--- src/rtl/wdt_pkg.sv ---
package wdt_pkg;

  // Strobes from control to the counter datapath
  typedef struct packed {
    logic clear;    // restart count from zero
    logic advance;  // one tick of count while running
  } cntStrb_t;

  // Operating mode, decoded from {reset enable, interrupt enable}
  typedef enum logic [1:0] {
    MODE_OFF  = 2'b00,
    MODE_IRQ  = 2'b01,
    MODE_RST  = 2'b10,
    MODE_BOTH = 2'b11
  } mode_t;

  localparam int FLAG_BIT = 7;
  localparam int IE_BIT   = 6;
  localparam int SELH_BIT = 5;
  localparam int CHG_BIT  = 4;
  localparam int RE_BIT   = 3;

endpackage

--- src/rtl/wdt_datapath.sv ---
module wdt_datapath
  import wdt_pkg::*;
#(
  parameter int BASE_EXP = 11,
  parameter int MAX_SEL  = 9,
  parameter int SEL_W    = 4
) (
  input  logic             clk,
  input  logic             rstN,
  input  cntStrb_t         strb,
  input  logic [SEL_W-1:0] selIn,
  output logic             hit
);

  localparam int CNT_W = BASE_EXP + MAX_SEL;

  logic [CNT_W-1:0] cnt;
  logic [CNT_W-1:0] termVal [0:MAX_SEL];
  logic [SEL_W-1:0] selEff;

  // Terminal count for each select value: all-ones of width BASE_EXP+g
  for (genvar g = 0; g <= MAX_SEL; g++) begin : gen_term
    assign termVal[g] = {CNT_W{1'b1}} >> (MAX_SEL - g);
  end

  always_comb begin
    selEff = (selIn > SEL_W'(MAX_SEL)) ? SEL_W'(MAX_SEL) : selIn;
    hit    = strb.advance && (cnt == termVal[selEff]);
  end

  always_ff @(posedge clk or negedge rstN) begin
    if (!rstN) begin
      cnt <= '0;
    end else if (strb.clear || hit) begin
      cnt <= '0;
    end else if (strb.advance) begin
      cnt <= cnt + 1'b1;
    end
  end

  AST_WRAP_AFTER_HIT: assert property (@(posedge clk) disable iff (!rstN)
    hit |=> (cnt == '0));
  AST_CNT_STEP: assert property (@(posedge clk) disable iff (!rstN)
    (strb.advance && !strb.clear && !hit) |=> (cnt == $past(cnt) + 1'b1));
  AST_CLEAR_RESTART: assert property (@(posedge clk) disable iff (!rstN)
    strb.clear |=> (cnt == '0));

endmodule

--- src/rtl/wdt_control.sv ---
module wdt_control
  import wdt_pkg::*;
#(
  parameter int SEL_W = 4
) (
  input  logic             clk,
  input  logic             rstN,
  input  logic             tick,
  input  logic             kick,
  input  logic             wrEn,
  input  logic [7:0]       wrData,
  input  logic             irqAck,
  input  logic             hit,
  output cntStrb_t         strb,
  output logic [SEL_W-1:0] selOut,
  output logic [7:0]       ctrlQ,
  output logic             rstPulse
);

  logic             flagQ, ieQ, reQ, chgQ;
  logic [SEL_W-1:0] selQ;
  mode_t            mode;
  logic             flagSet, flagClr, rstFire, ackDropIe;

  always_comb begin
    mode          = mode_t'({reQ, ieQ});
    strb.clear    = wrEn || kick || (mode == MODE_OFF);
    strb.advance  = tick && (mode != MODE_OFF);
    flagSet       = hit && ieQ;
    flagClr       = irqAck || (wrEn && wrData[FLAG_BIT]);
    rstFire       = hit && (mode == MODE_RST);
    ackDropIe     = irqAck && (mode == MODE_BOTH);
  end

  always_ff @(posedge clk or negedge rstN) begin
    if (!rstN) begin
      flagQ    <= 1'b0;
      ieQ      <= 1'b0;
      reQ      <= 1'b0;
      chgQ     <= 1'b0;
      selQ     <= '0;
      rstPulse <= 1'b0;
    end else begin
      if (wrEn) begin
        ieQ  <= wrData[IE_BIT];
        reQ  <= wrData[RE_BIT];
        chgQ <= wrData[CHG_BIT];
        selQ <= SEL_W'({wrData[SELH_BIT], wrData[2:0]});
      end else if (ackDropIe) begin
        ieQ <= 1'b0;
      end
      if (flagSet) begin
        flagQ <= 1'b1;
      end else if (flagClr) begin
        flagQ <= 1'b0;
      end
      rstPulse <= rstFire;
    end
  end

  assign selOut = selQ;
  assign ctrlQ  = {flagQ, ieQ, selQ[3], chgQ, reQ, selQ[2:0]};

  AST_RST_NEEDS_IE_LOW: assert property (@(posedge clk) disable iff (!rstN)
    rstPulse |-> !$past(ieQ));
  AST_RST_SINGLE: assert property (@(posedge clk) disable iff (!rstN)
    rstPulse |=> !rstPulse);
  AST_ACK_DROPS_FLAG: assert property (@(posedge clk) disable iff (!rstN)
    (irqAck && !(hit && ieQ)) |=> !flagQ);
  AST_COMBINED_ACK: assert property (@(posedge clk) disable iff (!rstN)
    (irqAck && !wrEn && mode == MODE_BOTH) |=> (!ieQ && reQ));
  AST_STOPPED_QUIET: assert property (@(posedge clk) disable iff (!rstN)
    (mode == MODE_OFF && !wrEn) |=> (!rstPulse && !$rose(flagQ)));

endmodule

--- src/rtl/wdt_irqrst.sv ---
module wdt_irqrst
  import wdt_pkg::*;
#(
  parameter int BASE_EXP = 11,
  parameter int MAX_SEL  = 9
) (
  input  logic       clk,
  input  logic       rstN,
  input  logic       tick,
  input  logic       kick,
  input  logic       globalIe,
  input  logic       irqAck,
  input  logic       wrEn,
  input  logic [7:0] wrData,
  output logic [7:0] ctrlOut,
  output logic       irqReq,
  output logic       sysRstReq
);

  localparam int SEL_W = 4;

  cntStrb_t         strb;
  logic [SEL_W-1:0] sel;
  logic             hit;

  wdt_control #(.SEL_W(SEL_W)) u_control (
    .clk(clk), .rstN(rstN), .tick(tick), .kick(kick),
    .wrEn(wrEn), .wrData(wrData), .irqAck(irqAck), .hit(hit),
    .strb(strb), .selOut(sel), .ctrlQ(ctrlOut), .rstPulse(sysRstReq)
  );

  wdt_datapath #(.BASE_EXP(BASE_EXP), .MAX_SEL(MAX_SEL), .SEL_W(SEL_W)) u_datapath (
    .clk(clk), .rstN(rstN), .strb(strb), .selIn(sel), .hit(hit)
  );

  assign irqReq = ctrlOut[FLAG_BIT] && ctrlOut[IE_BIT] && globalIe;

  AST_RST_NOT_WITH_IRQ_MODE: assert property (@(posedge clk) disable iff (!rstN)
    sysRstReq |-> !ctrlOut[FLAG_BIT] || $past(ctrlOut[FLAG_BIT]));

endmodule

--- config.mk ---
export PLATFORM = sky130hd
export DESIGN_NAME = wdt_irqrst
export DESIGN_NICKNAME = d
export VERILOG_FILES = /design/src/rtl/wdt_pkg.sv /design/src/rtl/wdt_datapath.sv /design/src/rtl/wdt_control.sv /design/src/rtl/wdt_irqrst.sv
export SDC_FILE = /design/constraint.sdc
export NUM_CORES = 1
export LEC_CHECK = 0
export BUFFER_PORTS_ARGS = -buffer_cell sky130_fd_sc_hd__buf_2
export CAP_MARGIN = 20
export CORE_ASPECT_RATIO = 1.1
export CORE_MARGIN = 2
export CORE_UTILIZATION = 50
export DETAILED_ROUTE_END_ITERATION = 10
export PLACE_DENSITY = 0.77
export SYNTH_ARGS = -nofsm -noshare
export SYNTH_HDL_FRONTEND = slang
export SYNTH_SLANG_ARGS = --single-unit
--- constraint.sdc ---
create_clock -name clk -period 5 [get_ports clk]
set_clock_uncertainty 0.15 [all_clocks]
set_input_delay 1.5 -clock clk [delete_from_list [all_inputs] [get_ports clk]]
set_output_delay 1.5 -clock clk [all_outputs]
set_load 0.05 [all_outputs]
### Word-level counts from Yosys, hierarchy flattened

Memory sizes are Yosys's and may differ from the RTL's.
Index checks and enable logic that the tools add are counted.

* mux-type cells: 9
* equal/unequal tests: 3
* add/subtract/negate cells: 1
* reductions and logical operators: 17
* magnitude comparators: 2
* bitwise operators: 1

Operator list (count)
* $mux W20: 4
* $add A20 B1 Y20 const B: 1
* $eq A20 B20 Y1: 1
* $logic_and A1 B1 Y1: 8
* $reduce_bool A2 Y1: 4
* $ge A5 B5 Y1 const B: 1
* $not A4 Y5: 1
* $eq A2 B2 Y1 const B: 2
* $gt A4 B4 Y1 const B: 1
* $logic_or A1 B1 Y1: 4
* $mux W1: 4
* $mux W4: 1
* $logic_not A2 Y1: 1

* output and inout bits: 10
* flip-flop bits (word level): 29
* memories kept: 1
* input port bits: 15
* logic and storage cells: 41
* ROM bits: 320

Memories
* (no name shown): words 16, bits a word 20, rd ports 1, clocked after memory_dff 0, write ports 0, RTL line wdt_datapath.sv:28 `hit = strb.advance && (cnt == termVal[selEff]);`

### Depth between registers and ports, before layout

Gate-level depths: netlist of the first run.

* depth after elaboration: 10
* gate-level depth with buffers: 7
* gate-level depth less buffers: 6

### Modules after synthesis

A second synthesis of the first run with hierarchy kept.

* cell total of the unflattened synthesis: 174
* area, all modules: 1739.2 sq um

By module, submodules not included
* wdt_datapath: instances 1, seq. area each 500.5 sq um, cells each 139, area each 1307.5 sq um
* wdt_control: instances 1, seq. area each 225.2 sq um, cells each 34, area each 425.4 sq um
* wdt_irqrst: instances 1, seq. area each 0.0 sq um, cells each 1, area each 6.3 sq um

### Worst setup path before layout of the first run

OpenSTA, ideal clock, no wires.

* path kind: input to output
* start: in globalIe
* end: out irqReq
* data arrival time: 1949 ps
* setup slack: 1401 ps
* path buffers: 0
* required time: 3350 ps
* stages: 1
* path through: and3_1

* cells in the longest elaborated chain, start to end: 1

Ends and longest elaborated chain
* start, declared: RTL line wdt_irqrst.sv:11 `input logic globalIe,`
* $logic_and A1 B1 Y1: RTL line wdt_irqrst.sv:36 `assign irqReq = ctrlOut[FLAG_BIT] && ctrlOut[IE_BIT] && globalIe;`
* end, declared: RTL line wdt_irqrst.sv:16 `output logic irqReq,`

Every way passes these cells.

### Final worst setup path of the first run

Same ends and word-level chain as after synthesis.

==> run_results.csv, run 1 <==
group,metric,value,unit
global_route,antenna_found_initial,0,
logic_synthesis,synth-simple-area-share,0.251,
logic_synthesis,yosys.area_share.adder,0.00735,
logic_synthesis,synth_edf_count,0,
worst_setup_path,crit_type,"in -> out",
clock_tree,htreeDepth,2,
sta,tns,0,ns
floorplan,rows,22,
pwr,cellPowerDensity,263,nW/um2
layout,final_common_cell,"dfrtp_1",
routing,drc_errors,0,
clock_tree,postCtsHoldBufs,0,
place,routabilityCongestion,0.764,
floorplan,core,3300,um2
logic_synthesis,syn_area_per_cell,9.57,um2
worst_setup_path,required,3.35,ns
layout,layout-drive-gt1-share,0.251,
worst_hold_path,worstHoldStart,"u_control.chgQ$_DFFE_PN0P_",
global_route,track_usage,0.180,
place,port-buffer-count,24,
pwr,vdd_drop_max,0.154,mV
sta,slew_headroom,0.493,
clock_tree,cts_sinks,29,
worst_setup_path,critPathLaunchType,"input port",
clock_tree,postCtsSetupBuffers,0,
logic_synthesis,async_flop_share,1.00,
logic_synthesis,synthDistinctLibCells,45,
clock_tree,cts_tree,"yes",
worst_hold_path,hold_class,"reg -> reg",
flow_run,maxCapViolations,0,
logic_synthesis,synth_seq_cells,29,
sta,hold_viol,0,
floorplan,fp.dieArea,3890,um2
sta,max_clock_freq,0.277,GHz
layout,diodes,0,
routing,drt-total-wl,3110,um
worst_setup_path,critPathArrivalTime,1.96,ns
clock_tree,cts_resized,0,
pwr,power_leakage,0.768,nW
sta,fin_crit,3.61,ns
global_route,grt_pass1_vias,1148,
sta,setup_ws,1.39,ns
sta,worst_slew_pin_slew,0.752,ns
routing,vias,1315,
routing,final_antenna_net_count,0,
layout,layout.nets,214,
logic_synthesis,syn-num-nets,194,
floorplan,die_w,59.6,um
routing,wl_per_cell,13.2,um
worst_setup_path,reg2reg_from,"u_control.selOut[3]$_DFFE_PN0P_",
logic_synthesis,synth_top_family_by_area,"simple AND/OR/NAND/NOR gates",
global_route,overflow,0,
routing,via_per_inst,5.60,
floorplan,ios,25,
routing,first_pass_iters,4,
global_route,grt_pass1_wl,5200,um
logic_synthesis,synth-compound-area-share,0.108,
place,place_hpwl,2220,um
sta,finalSetupViolCount,0,
floorplan,fp.dieH,65.2,um
sta,rsz0062_at_grt,"false",
logic_synthesis,netlist_area,1700,um2
logic_synthesis,ys_seq_area_frac,0.426,
routing,initialDrtViolationCount,70,
logic_synthesis,syn_inst,178,
global_route,grt_max_degree,30,
sta,final_max_slew_viol_count,0,
clock_tree,clk_pin_slew,0.09,ns
worst_setup_path,cp-startpoint,"globalIe",
layout,area_delta_synth_final,8.01,%
worst_setup_path,cp-end-kind,"primary output",
clock_tree,numCtsBuffers,5,
logic_synthesis,synth_xor_area_frac,0.103,
logic_synthesis,ys.flop_type,"dfrtp_1",
logic_synthesis,synth_mux_area_frac,0.0397,
layout,most-common-layout-cells,"29 x dfrtp_1, 26 x nor2_1, 24 x buf_2, 17 x nand2_1, 15 x xnor2_1",
floorplan,start_util,0.516,
logic_synthesis,yosysWarnings,0,
clock_tree,clk_latency,0.33,ns
place,pre_cts_ws,1.39,ns
run_status,status,"completed",
clock_tree,clockRootBuffer,"clkbuf_4",
sta,period_share,0.722,
worst_setup_path,worst-path-max-fanout,1,
clock_tree,clockBufferDepth,2,
sequential cells by signal, indices dropped and copies added (netlist names):
register and count:
u_control.rstPulse 1, u_control.flagQ 1, u_control.reQ 1, u_control.ieQ 1, u_datapath.cnt 20, u_control.chgQ 1
u_control.selOut 4
Yosys cell counts, drive strengths merged (3+ instances only):
| cell | count | area share |
|---|---|---|
| nand4 | 4 | 0.015 |
| o21ai | 6 | 0.018 |
| nor3 | 6 | 0.021 |
| nor4 | 4 | 0.015 |
| nand3 | 5 | 0.015 |
| and3 | 3 | 0.011 |
| mux2 | 6 | 0.040 |
| a21oi | 4 | 0.012 |
| xnor2 | 15 | 0.077 |
| nand2 | 17 | 0.037 |
| buf | 10 | 0.050 |
| xor2 | 5 | 0.026 |
| and2 | 4 | 0.018 |
| inv | 3 | 0.0066 |
| and4 | 4 | 0.021 |
| nor2 | 26 | 0.057 |
| dfrtp | 29 | 0.43 |
kinds of logic (layout without fill, tap and decap cells):
kind of cell | after synthesis | count (layout)
xor+xnor | 20 | 20
mux | 6 | 6
compound gates | 25 | 25
buf+inv | 14 | 35
simple gates | 83 | 83
flops | 29 | 29
fa+ha+maj | 1 | 1
report_power, final:
| part | switching (mW) | total (mW) | internal (mW) |
|---|---|---|---|
| Sequential | 0.0132 | 0.253 | 0.240 |
| Combinational | 0.0443 | 0.0671 | 0.0228 |
| Clock | 0.0812 | 0.163 | 0.0814 |
| Total | 0.139 | 0.483 | 0.344 |
path summary, 6_finish.rpt:
check                                                 end  slack [ns]  cells past startpoint
max in group asynchronous  u_datapath.cnt[16]$_DFFE_PN0P_        3.26                      1
hold reg to reg                u_control.chgQ$_DFFE_PN0P_        0.38                      1
min in group asynchronous   u_datapath.cnt[7]$_DFFE_PN0P_        1.02                      1
hold / removal                 u_control.chgQ$_DFFE_PN0P_        0.38                      1
setup reg to reg            u_datapath.cnt[5]$_DFFE_PN0P_        2.79                      5
setup / recovery                                   irqReq        1.39                      3
worst max-delay path: stages:
cell    delay, ns
buf_2        0.07
and3_1       0.13
buf_2        0.25
per-stage QoR:
step	hold WS (ns)	cell area, um2	utilization	cells	total power [mW]
detailed placement	0.370	1770	0.536	227	0.326
finish	0.385	1840	0.557	235	0.483
CTS	0.391	1840	0.557	235	0.487
global route	0.420	1840	0.557	235	0.508
floorplan	0.332	1700	-	178	0.314
global placement	0.334	1770	0.536	227	0.325
area by class of cell:
type,count,area [um2]
clock buffers,7,65.1
fillers,314,1460
well taps,36,45.0
multi-input cells,135,867
inverters,3,11.3
clock inverters,1,5.00
repair buffers,24,120
flip-flops and latches,29,726
layer usage:
metal | global-route usage | up-vias | share of wire
met5 | 0 | - | 0
met4 | 0.0667 | 0 | 0.015
met3 | 0.0531 | 7 | 0.038
met2 | 0.280 | 19 | 0.48
met1 | 0.233 | 631 | 0.47
li1 | - | 658 | -
Power figures use the tool's default switching activity.
==> inputs of run 2 (changes only) <==
ABC_AREA = 1   (was default)
PLACE_DENSITY = 0.79   (was 0.77)
clock period = 3.2 ns   (was 5 ns; I/O delays follow)
==> run 2 against run 1 <==
Compared with the run above: clock power rose by 84%; utilization rose by 2.7 points; largest cell class unchanged; highest routed layer unchanged; critical path depth did not move; via count rose by 33%.
==> run_results.csv, run 2 <==
group,metric,value,unit
global_route,met3_usage,0.0455,
worst_setup_path,cp-end-kind,"primary output",
floorplan,die_w,63.3,um
floorplan,core,3680,um2
layout,largest_reg_flops,20,
sta,period_share,0.795,
global_route,grt_busiest_layer,"met2",
sta,finalSetupViolCount,0,
worst_setup_path,required,2.09,ns
sta,hold_viol,0,
worst_setup_path,crit_type,"in -> out",
flow_run,maxCapViolations,0,
routing,drc_errors,0,
global_route,track_usage,0.208,
layout,most-common-layout-cells,"77 x nand2_1, 33 x nor2_1, 30 x inv_1, 29 x dfrtp_1, 26 x nand3_1",
floorplan,fp.dieH,69.3,um
logic_synthesis,async_flop_share,1.00,
floorplan,ios,25,
logic_synthesis,syn-num-nets,292,
routing,first_pass_iters,6,
logic_synthesis,ys_seq_area_frac,0.375,
global_route,use_met1,0.264,
worst_setup_path,path_buf_inv,2,
worst_setup_path,critPathLaunchType,"input port",
worst_setup_path,cpPeakStageDelay,0.26,ns
routing,wl_per_cell,11.8,um
layout,final_common_cell,"nand2_1",
global_route,overflow,0,
sta,timing.hold.ws,0.326,ns
pwr,power_leakage,1.05,nW
place,port-buffer-count,24,
place,routabilityCongestion,0.878,
worst_hold_path,hold_class,"reg -> reg",
logic_synthesis,syn_area_per_cell,7.02,um2
sta,final_max_slew_viol_count,0,
logic_synthesis,ys.flop_type,"dfrtp_1",
clock_tree,postCtsHoldBufs,0,
worst_setup_path,critPathTopFamily,"buffers and inverters",
global_route,antenna_found_initial,0,
logic_synthesis,synthDistinctLibCells,26,
floorplan,rows,23,
pwr,vdd_drop_max,0.311,mV
routing,drt-total-wl,4120,um
sta,max_clock_freq,0.393,GHz
routing,via_per_inst,4.99,
place,place_hpwl,3090,um
clock_tree,cts_resized,0,
global_route,grt_pass1_wl,7280,um
logic_synthesis,syn_inst,276,
logic_synthesis,yosysWarnings,0,
clock_tree,numCtsBuffers,5,
clock_tree,clockRootBuffer,"clkbuf_8",
clock_tree,cts_sinks,29,
pwr,cellPowerDensity,384,nW/um2
clock_tree,clk_pin_slew,0.06,ns
layout,top_register,"u_datapath.cnt",
global_route,grt_max_degree,30,
logic_synthesis,yosysMostFrequentCell,"nand2_1",
layout,diodes,0,
clock_tree,postCtsSetupBuffers,0,
logic_synthesis,netlist_top_cells_area,"dfrtp_1 37%, nand2_1 15%, nand3_1 6.7%",
global_route,grt_pass1_vias,1694,
routing,final_antenna_net_count,0,
layout,layout-drive-gt1-share,0.227,
clock_tree,htreeDepth,2,
sta,tns,0,ns
clock_tree,clockBufferDepth,2,
clock_tree,clk_latency,0.28,ns
logic_synthesis,synth_edf_count,0,
sta,rsz0062_at_grt,"false",
worst_setup_path,slowest_stage,"buf_2",
logic_synthesis,synth_common_cells,"77 x nand2_1, 33 x nor2_1, 30 x inv_1",
clock_tree,cts_tree,"yes",
layout,area_delta_synth_final,11.0,%
worst_setup_path,path_common_cell,"buf_2",
global_route,grt_util_met2,0.340,
logic_synthesis,netlist_area,1940,um2
worst_setup_path,worstPathCellList,"buf_2 -> and3_1 -> buf_2",
floorplan,fp.dieArea,4390,um2
worst_setup_path,critPathArrivalTime,1.43,ns
sta,fin_crit,2.54,ns
run_status,status,"completed",
routing,vias,1747,
layout,layout.nets,316,
logic_synthesis,synth_seq_cells,29,
logic_synthesis,synth.largest_area_cell,"dfrtp_1",
sta,worst_slew_pin_slew,0.651,ns
worst_setup_path,worst-path-max-fanout,1,
sta,slew_headroom,0.566,
floorplan,start_util,0.526,
logic_synthesis,synth_top_area_frac,0.375,
routing,initialDrtViolationCount,61,
## run 2: cell count changes in the layout (fill, tap and decap cells not counted), sizes merged, moves of 6 or more
| cell | delta |
|---|---|
| nor2 | +25 |
| nand2 | +70 |
| mux2 | -6 |
| nand3 | +24 |
| xnor2 | -14 |
| inv | +32 |
## run 2: worst min-delay path, cell delays in order, from the launching register on
cell     delay [ns]
dfrtp_1        0.35
nand2_1        0.05
nand2_1        0.05
## run 2: layout make-up
type                       instances  area [um2]
fill                             383        1530
tap                               50        62.6
clock buffer                       7        86.3
inverter                          35         134
multi-input combinational        205        1020
sequential                        29         726
timing repair buffer              24         120
## run 2: where the power goes
part / leakage, nW / total [mW] / switching [mW] / internal, mW
clock: 0.0443 / 0.300 / 0.130 / 0.170
combinational: 0.613 / 0.139 / 0.102 / 0.0373
sequential: 0.393 / 0.385 / 0.0101 / 0.375
## run 2: per-stage QoR
stage,instance area (um2),setup WS (ns),instances,total power [mW],utilization
final,2150,0.656,350,0.825,0.584
after global routing,2150,0.634,350,0.869,0.584
after CTS,2150,0.657,350,0.836,0.584
after detailed placement,2060,0.657,343,0.532,0.560
after global placement,2060,0.674,343,0.529,0.560
after floorplan,1940,0.681,276,0.497,-
## run 2: cell families after synthesis
family,after synthesis,share of synthesized area
AND/OR/NAND/NOR,185,0.448
buffers and inverters,42,0.0982
flip-flops,29,0.375
AO/OA/AOI/OAI,10,0.0323
XOR/XNOR,9,0.0407
adder cells (fa/ha/maj),1,0.00646
## run 2: final timing paths
kind / cells past startpoint / slack, ns / start / to
setup / recovery: 3 / 0.66 / globalIe / irqReq
hold / removal: 2 / 0.33 / u_control.chgQ$_DFFE_PN0P_ / u_control.chgQ$_DFFE_PN0P_
setup reg to reg: 10 / 1.05 / u_datapath.cnt[0]$_DFFE_PN0P_ / u_datapath.cnt[18]$_DFFE_PN0P_
hold reg to reg: 2 / 0.33 / u_control.chgQ$_DFFE_PN0P_ / u_control.chgQ$_DFFE_PN0P_
max in group asynchronous: 1 / 1.92 / rstN / u_datapath.cnt[16]$_DFFE_PN0P_
min in group asynchronous: 1 / 0.56 / rstN / u_control.chgQ$_DFFE_PN0P_
## run 2: metal layers
layer / part of all wire / vias up / wire length (um)
met2: 0.50 / 25 / 2050
met4: 0.024 / 0 / 97
met3: 0.028 / 9 / 116
li1: - / 912 / -
met5: 0 / - / 0
met1: 0.45 / 801 / 1860
